`src/rtl/mdi_pkg.sv`:
```
package mdi_pkg;
  typedef enum logic [2:0] {
    DST_OTHER    = 3'd0,
    DST_MD       = 3'd1,
    DST_VMA      = 3'd2,
    DST_RD       = 3'd3,
    DST_RD_EARLY = 3'd4,
    DST_VMA_WR   = 3'd5,
    DST_MD_WR    = 3'd6,
    DST_RSVD     = 3'd7
  } dest_e;

  typedef struct packed {
    logic md_we;
    logic vma_we;
    logic md_tag_we;
    logic vma_tag_we;
    logic rd_start;
    logic rd_early;
    logic wr_start;
  } dest_ctl_t;
endpackage

```
`src/rtl/mdi_dest_decode.sv`:
```
module mdi_dest_decode
  import mdi_pkg::*;
(
  input  dest_e     code_i,
  output dest_ctl_t ctl_o,
  output logic      touches_o
);
  always_comb begin
    ctl_o = '0;
    unique case (code_i)
      DST_MD:       begin ctl_o.md_we = 1'b1; ctl_o.md_tag_we = 1'b1; end
      DST_VMA:      begin ctl_o.vma_we = 1'b1; ctl_o.vma_tag_we = 1'b1; end
      DST_RD:       begin
        ctl_o.vma_we = 1'b1; ctl_o.vma_tag_we = 1'b1;
        ctl_o.md_tag_we = 1'b1; ctl_o.rd_start = 1'b1;
      end
      // md tag deferred to commit point
      DST_RD_EARLY: begin
        ctl_o.vma_we = 1'b1; ctl_o.vma_tag_we = 1'b1;
        ctl_o.rd_start = 1'b1; ctl_o.rd_early = 1'b1;
      end
      DST_VMA_WR:   begin
        ctl_o.vma_we = 1'b1; ctl_o.vma_tag_we = 1'b1; ctl_o.wr_start = 1'b1;
      end
      DST_MD_WR:    begin
        ctl_o.md_we = 1'b1; ctl_o.md_tag_we = 1'b1;
        ctl_o.vma_tag_we = 1'b1; ctl_o.wr_start = 1'b1;
      end
      default:      ctl_o = '0;
    endcase
  end

  assign touches_o = ctl_o.md_we | ctl_o.vma_we | ctl_o.md_tag_we | ctl_o.vma_tag_we;
endmodule

```
`src/rtl/mdi_write_guard.sv`:
```
module mdi_write_guard #(
  parameter bit CONSERVATIVE = 1'b1
) (
  input  logic clk_i,
  input  logic rst_ni,
  input  logic dest_valid_i,
  input  logic dest_func_i,
  input  logic touches_i,
  input  logic wr_commit_i,
  input  logic resolve_i,
  input  logic fault_i,
  output logic freeze_o,
  output logic inhibit_o
);
  logic pend_q;
  logic hazard;

  generate
    if (CONSERVATIVE) begin : g_any_func
      assign hazard = dest_func_i;
    end else begin : g_exact
      assign hazard = dest_func_i & touches_i;
    end
  endgenerate

  logic conflict;
  assign conflict  = dest_valid_i & hazard & pend_q;
  assign freeze_o  = conflict & ~resolve_i;
  assign inhibit_o = conflict & resolve_i & fault_i;

  always_ff @(posedge clk_i or negedge rst_ni) begin
    if (!rst_ni)          pend_q <= 1'b0;
    else if (wr_commit_i) pend_q <= 1'b1;
    else if (resolve_i)   pend_q <= 1'b0;
  end
endmodule

```
`src/rtl/mdi_early_read.sv`:
```
module mdi_early_read (
  input  logic clk_i,
  input  logic rst_ni,
  input  logic early_commit_i,
  input  logic early_tag_i,
  input  logic rd_commit_i,
  input  logic instr_abort_i,
  input  logic rd_valid_i,
  output logic tag_set_o,
  output logic tag_val_o,
  output logic abort_o,
  output logic rd_load_o
);
  logic early_q, live_q;

  assign tag_set_o = early_q & ~instr_abort_i;
  assign abort_o   = early_q & instr_abort_i;
  assign rd_load_o = rd_valid_i & live_q & ~abort_o;

  always_ff @(posedge clk_i or negedge rst_ni) begin
    if (!rst_ni) begin
      early_q   <= 1'b0;
      tag_val_o <= 1'b0;
      live_q    <= 1'b0;
    end else begin
      early_q <= early_commit_i;
      if (early_commit_i) tag_val_o <= early_tag_i;
      if (rd_commit_i)                  live_q <= 1'b1;
      else if (abort_o || rd_valid_i)   live_q <= 1'b0;
    end
  end
endmodule

```
`src/rtl/mem_data_interlock.sv`:
```
module mem_data_interlock
  import mdi_pkg::*;
#(
  parameter int unsigned DATA_W       = 32,
  parameter bit          CONSERVATIVE = 1'b1
) (
  input  logic              clk_i,
  input  logic              rst_ni,
  input  logic              dest_valid_i,
  input  logic              dest_func_i,
  input  logic [2:0]        dest_code_i,
  input  logic [DATA_W-1:0] data_i,
  input  logic              tag_b55_i,
  input  logic              tag_b54_i,
  input  logic              wr_resolve_i,
  input  logic              wr_fault_i,
  input  logic              instr_abort_i,
  input  logic              rd_valid_i,
  input  logic [DATA_W-1:0] rd_data_i,
  output logic [DATA_W-1:0] md_o,
  output logic [DATA_W-1:0] vma_o,
  output logic              md_tag_o,
  output logic              vma_tag_o,
  output logic              freeze_o,
  output logic              mem_start_o,
  output logic              mem_write_o,
  output logic              mem_abort_o
);
  dest_ctl_t ctl;
  logic      touches, inhibit, commit;
  logic      tag_set, tag_val, rd_load;

  mdi_dest_decode u_dec (
    .code_i    (dest_e'(dest_code_i)),
    .ctl_o     (ctl),
    .touches_o (touches)
  );

  assign commit      = dest_valid_i & dest_func_i & ~freeze_o & ~inhibit;
  assign mem_start_o = commit & (ctl.rd_start | ctl.wr_start);
  assign mem_write_o = commit & ctl.wr_start;

  mdi_write_guard #(.CONSERVATIVE(CONSERVATIVE)) u_guard (
    .clk_i        (clk_i),
    .rst_ni       (rst_ni),
    .dest_valid_i (dest_valid_i),
    .dest_func_i  (dest_func_i),
    .touches_i    (touches),
    .wr_commit_i  (mem_write_o),
    .resolve_i    (wr_resolve_i),
    .fault_i      (wr_fault_i),
    .freeze_o     (freeze_o),
    .inhibit_o    (inhibit)
  );

  mdi_early_read u_early (
    .clk_i          (clk_i),
    .rst_ni         (rst_ni),
    .early_commit_i (commit & ctl.rd_early),
    .early_tag_i    (tag_b55_i),
    .rd_commit_i    (commit & ctl.rd_start),
    .instr_abort_i  (instr_abort_i),
    .rd_valid_i     (rd_valid_i),
    .tag_set_o      (tag_set),
    .tag_val_o      (tag_val),
    .abort_o        (mem_abort_o),
    .rd_load_o      (rd_load)
  );

  always_ff @(posedge clk_i or negedge rst_ni) begin
    if (!rst_ni) begin
      md_o      <= '0;
      vma_o     <= '0;
      md_tag_o  <= 1'b0;
      vma_tag_o <= 1'b0;
    end else begin
      if (commit && ctl.md_we) md_o <= data_i;
      else if (rd_load)        md_o <= rd_data_i;
      if (commit && ctl.vma_we) vma_o <= data_i;
      if (commit && ctl.md_tag_we) md_tag_o <= tag_b55_i;
      else if (tag_set)            md_tag_o <= tag_val;
      if (commit && ctl.vma_tag_we) vma_tag_o <= tag_b54_i;
    end
  end
endmodule

```
`config.mk`:
```
export PLATFORM = sky130hd
export DESIGN_NAME = mem_data_interlock
export DESIGN_NICKNAME = d
export VERILOG_FILES = /design/src/rtl/mdi_pkg.sv /design/src/rtl/mdi_dest_decode.sv /design/src/rtl/mdi_write_guard.sv /design/src/rtl/mdi_early_read.sv /design/src/rtl/mem_data_interlock.sv
export SDC_FILE = /design/constraint.sdc
export NUM_CORES = 1
export LEC_CHECK = 0
export ABC_AREA = 1
export BUFFER_PORTS_ARGS = -buffer_cell sky130_fd_sc_hd__buf_2
export CAP_MARGIN = 40
export CORE_MARGIN = 8
export CORE_UTILIZATION = 43
export DETAILED_ROUTE_END_ITERATION = 16
export PLACE_DENSITY_LB_ADDON = 0.08
export SETUP_SLACK_MARGIN = 0.4
export SKIP_LAST_GASP = 1
export SYNTH_ARGS = -nofsm -noshare
export SYNTH_HDL_FRONTEND = slang
export SYNTH_HIERARCHICAL = 1
export SYNTH_SLANG_ARGS = --single-unit
export TNS_END_PERCENT = 10
```
`constraint.sdc`:
```
create_clock -name clk_i -period 1.3 [get_ports clk_i]
set_input_delay 0.065 -clock clk_i [delete_from_list [all_inputs] [get_ports clk_i]]
set_output_delay 0.065 -clock clk_i [all_outputs]
set_load 0.02 [all_outputs]
```
---- Word-level counts from Yosys, hierarchy flattened ----
Index checks and enable logic that the tools add are counted.
word-level totals
  register bits ........................... 70
  latch bits .............................. 0
  bits in writable memories ............... 0
  ROM bits ................................ 0
  bits of input ports ..................... 77
  output and inout bits ................... 70
  word-level logic and storage cells ...... 65
  memories kept ........................... 0
operators by class
  add/subtract/negate cells ............... 0
  multipliers ............................. 0
  div/mod/pow operators ................... 0
  order comparisons ....................... 0
  equal/unequal tests ..................... 6
  shift-type cells ........................ 0
  mux-type cells .......................... 15
  bitwise logic cells ..................... 21
  reduce and logical (&&, ||, !) cells .... 15
operator list
  kind                                                                   number
  32-bit 2-to-1 mux                                                      2
  1-bit bitwise AND                                                      15
  1-bit 2-to-1 mux                                                       13
  3-bit equality test, second input constant                             3
  2-bit nonzero test                                                     4
  3-bit by 2-bit equality test with 1-bit output, second input constant  2
  2-bit OR reduction                                                     3
  1-bit inverter                                                         5
  5-bit OR reduction                                                     1
  1-bit logical AND                                                      4
  4-bit OR reduction                                                     1
  3-bit by 1-bit equality test with 1-bit output, second input constant  1
  3-bit OR reduction                                                     1
  1-bit logical OR                                                       1
  1-bit OR                                                               1

---- Logic depth before layout (Yosys ltp) ----
  depth in word-level cells ............... 8
  depth in mapped cells ................... 9
  gate-level depth less buffers ........... 7

---- Hierarchy ----
Netlist, hierarchy kept.
modules (own cells, without submodules)
  module              times used  cells an instance  area each (um^2)
  mem_data_interlock  1           408                3,174.3
  mdi_early_read      1           16                 136.4
  mdi_dest_decode     1           17                 77.6
  mdi_write_guard     1           7                  52.6

---- Least setup slack after synthesis ----
Ideal clock, no wire load.
  path kind ............................... register to register
  start ................................... reg u_guard.pend_q
  end ..................................... reg u_guard.pend_q
  library setup time ...................... 0.124 ns
  arrival ................................. 1.597 ns
  path slack .............................. -0.420 ns
  cell stages (with the launch flop) ...... 8
  clock period less this slack ............ 1.720 ns
  cells stage by stage .................... dfrtp_1 -> nand3_1 -> nor2_1 -> nor2_8 -> buf_2 -> nand2_1 -> nor2_1 -> o21bai_1
between the ends
  word-level cells in the longest chain between the ends .. 7
  elaborated cells on any way between the ends .. 11
ends and longest elaborated chain
  item                                                           RTL line                  text
  start: declaration                                             mdi_write_guard.sv:15     logic pend_q;
  start signal: assignment                                       mdi_write_guard.sv:32     if (!rst_ni) pend_q <= 1'b0;
  start signal: assignment                                       mdi_write_guard.sv:33     else if (wr_commit_i) pend_q <= 1'b1;
  start signal: assignment                                       mdi_write_guard.sv:34     else if (resolve_i) pend_q <= 1'b0;
  1-bit bitwise AND (*)                                          mdi_write_guard.sv:27     assign conflict = dest_valid_i & hazard & pend_q;
  1-bit bitwise AND (*)                                          mdi_write_guard.sv:28     assign freeze_o = conflict & ~resolve_i;
  via freeze_o                                                   mem_data_interlock.sv:24  output logic freeze_o,
  1-bit inverter (*)                                             mem_data_interlock.sv:39  assign commit = dest_valid_i & dest_func_i & ~freeze_o & ~inhibit;
  1-bit bitwise AND (*) (2 in a row)                             mem_data_interlock.sv:39
  1-bit bitwise AND (*)                                          mem_data_interlock.sv:41  assign mem_write_o = commit & ctl.wr_start;
  via mem_write_o                                                mem_data_interlock.sv:26  output logic mem_write_o,
  1-bit 2-to-1 mux / 2-bit nonzero test (equally long branches)  --
Mark *: on every way through the listed nets, which the timed path passes. The rest lies on a longest branch.
A chain may end at the register's enable or synchronous reset.

---- Final worst setup path ----
  start ................................... reg u_guard.pend_q
  end ..................................... out mem_start_o
between the ends
  word-level cells in the longest chain between the ends .. 6
  elaborated cells on any way between the ends .. 9
ends and longest elaborated chain
  item                            RTL line                  text
  1-bit bitwise AND               mdi_write_guard.sv:27
  1-bit bitwise AND (2 in a row)  mdi_write_guard.sv:29     assign inhibit_o = conflict & resolve_i & fault_i;
  via inhibit                     mem_data_interlock.sv:30  logic touches, inhibit, commit;
  1-bit inverter                  mem_data_interlock.sv:39
  1-bit bitwise AND               mem_data_interlock.sv:39
  1-bit bitwise AND               mem_data_interlock.sv:40  assign mem_start_o = commit & (ctl.rd_start | ctl.wr_start);
  end: declaration                mem_data_interlock.sv:25  output logic mem_start_o,
The timed path passes the listed nets, and every way through them passes these cells.

==> reports/summary.md <==
The floorplan step defined a die boundary enclosing 11110 um2. The worst hold path begins at data_i[30]. The die is 105.4 um tall.

For the pin with the worst max-slew slack, the measured transition is 0.3801 ns. The tools report the number of core rows as 32. The area of the multi-input gates is 1454 um2. The tools report the final count of hold timing violations as 0. Summed over all cells, the static leakage comes to 2.930 nW. The mapped netlist covers 3436 um2.

Yosys printed 6 warnings. The logs give 0 for the number of pins with negative max-slew slack in the final report and 657.4 MHz for the maximum clock frequency. After detailed routing, the total wire length is 11530 um. Counting every net in the synthesized netlist gives 524.

For the total I/O pin count, the log shows 147. The number of cells on the worst hold path works out to 3. The via-per-instance ratio is 4.995, and the count of max-cap constraint violations is 0. The net count of the finished layout is 709. For the overall routing resource usage, the log shows 0.1916. Via count of the first global-routing pass: 3626.

Measured in cells, the most critical reg-to-reg path has a length of 9. After legalization and detailed placement, the total HPWL measured 7563 um. For this run, the detailed router's first-pass iteration total came to 5. The part of the cycle the worst path needs was 1.170. For the largest net degree at the start of global routing, the log shows 71.

The total power after layout is 0.007810 W. The power per cell area was 1497 nW/um2. The detail-routed net length per standard cell works out to 15.60 um. The core region is 7727 um2. The number of port buffers works out to 146.

On the final layout, the worst hold slack is 0.002501 ns. The area added between synthesis and finish was 51.82%. The later pin in the worst-skew pair is clocked with a latency of 0.33 ns. The arrival time at the worst endpoint came out at 1.46 ns. For the final routed database, the setup TNS stands at -9.407 ns. The clock-pin slew reported for the worst setup and hold paths after clock tree synthesis is 0.08 ns, and the fraction of layout instances using a drive strength above 1 is 0.3250. The critical path required time is 1.24 ns. The first global-routing pass estimated 17780 um of wire. TritonCTS created 9 clock buffers.

In this run the worst path has a maximum fanout of 3. After detailed routing, the number of remaining DRC violations is 0. The logs give 0.4446 for the effective utilization at floorplan and 1752 um2 for the footprint of the flip-flops and latches.

Summed over all layers, the global routing overflow is 0. In this run the worst hold path is classified as primary input to flip-flop. TritonCTS built the clock tree. Routability-driven placement finished with a final weighted congestion of 0.8119. The synthesized area divided by synthesized cell count came out at 7.686 um2. Launch point of the worst reg-to-reg path: u_guard/pend_q. For the minimum setup slack among reg-to-reg paths, the log shows -0.22 ns.

Before CTS, the worst setup slack after placement is -0.04244 ns. The floorplan step set the die width to 105.4 um. The worst hold path terminates at vma_o[30]. The clock passes through at most 2 buffers. The run finished, with violations left.

The tools report the final critical-path setup slack as -0.2212 ns. For the initial antenna violation count, the log shows 0. In this run the critical register-to-register path is captured at md_o[21]. After technology mapping, the gate count stands at 447. The checks that failed: setup timing. The layout filler cell count was 665; the utilization of the core after routing was 0.6750.

The number of failing setup endpoints in the final timing report was 71. The tools report the clock tree root driver cell as clkbuf_8. The tools report the type of destination of the critical path as an output port. STA classifies the critical path startpoint as a flip-flop.

The worst setup path is of the flip-flop to output port kind. The detail route stage leaves a number of antenna-violating nets equal to 0. 0 antenna diodes ended up in the layout.

The worst slew slack as a fraction of its limit was 0.7466; the clock sink count was 70. The clock tree synthesis step divided the H-tree into 3 levels. Setup repair after global routing could not meet its margin everywhere. The detailed router finished its first iteration with 172 violations.

For the vias after detailed routing, the log shows 3691. The maximum VDD drop was 0.7401 mV; the minimum clock period was 1.521 ns. The run gives 0.008392 ns as the setup clock skew after layout.
==> cell type report <==
type                       instances  share of cell area
timing repair buffer             202              0.2739
tap                              102             0.02447
inverter                          49             0.03526
multi-input combinational        300              0.2787
clock inverter                     5             0.02471
sequential                        70              0.3358
clock buffer                      11             0.02710
==> critical path, cell delays in order (launching register included) <==
cell and delay (ns):
dfrtp_1 0.41, nand3_4 0.12, nor2_4 0.05, nor2_8 0.11, buf_6 0.10, nand2_4 0.07, a21oi_4 0.13, buf_6 0.13
==> cells in the final DEF (no fill, tap or decap), drive strengths merged, types with 2 or more instances in the layout <==
cell           n
a21oi          2
nor2          10
nand2        173
inv           50
clkbuf        16
dfrtp         70
bufinv         4
nand3         44
dlygate4sd3   29
o21ai         38
buf          168
nand4         32
==> layer usage <==
layer  vias up  routed length, um  GRT usage
li1       1800                  -          -
met1      1711               4853     0.2429
met2       164               5526     0.3067
met3        16                958    0.06151
met4         0                187    0.05301
met5         -                  0          0
==> worst max path at each step <==
stage | startpoint | endpoint | slack [ns] | cells past startpoint
after global placement | u_guard/pend_q | u_early/tag_val_o | -0.02 | 7
after global routing | u_guard/pend_q | mem_start_o | -0.31 | 7
after floorplan | u_guard/pend_q | u_guard/pend_q | -0.01 | 7
after CTS | u_guard/pend_q | mem_start_o | -0.23 | 7
final | u_guard/pend_q | mem_start_o | -0.22 | 7
after detailed placement | u_guard/pend_q | md_o[28] | -0.04 | 7
==> sequential cells by signal, indices dropped and copies added, names as in the netlist <==
register,count
u_early/early_q,1
vma_tag_o,1
u_guard/pend_q,1
md_o,32
md_tag_o,1
vma_o,32
u_early/live_q,1
u_early/tag_val_o,1
==> where the power goes <==
| group | total [W] | internal (W) | switching (W) |
|---|---|---|---|
| combinational | 0.00241 | 0.000903 | 0.00150 |
| clock | 0.00239 | 0.00153 | 0.000860 |
| sequential | 0.00301 | 0.00271 | 0.000302 |
| total | 0.00781 | 0.00514 | 0.00267 |
==> per-stage QoR <==
stage | cell area (um2) | cells
floorplan | 3491 | 447
detailed placement | 4408 | 683
CTS | 5032 | 731
global placement | 4408 | 683
finish | 5216 | 739
global route | 5216 | 739
==> what timing repair did <==
item	CTS	global route
pin swaps	2	3
buffers inserted	3	0
gates cloned	0	8
hold buffers	29	0
gates resized for setup	12	4
endpoints found under the setup margin	140	140
endpoints found under the hold margin	99	0
Power figures use the tool's default switching activity.
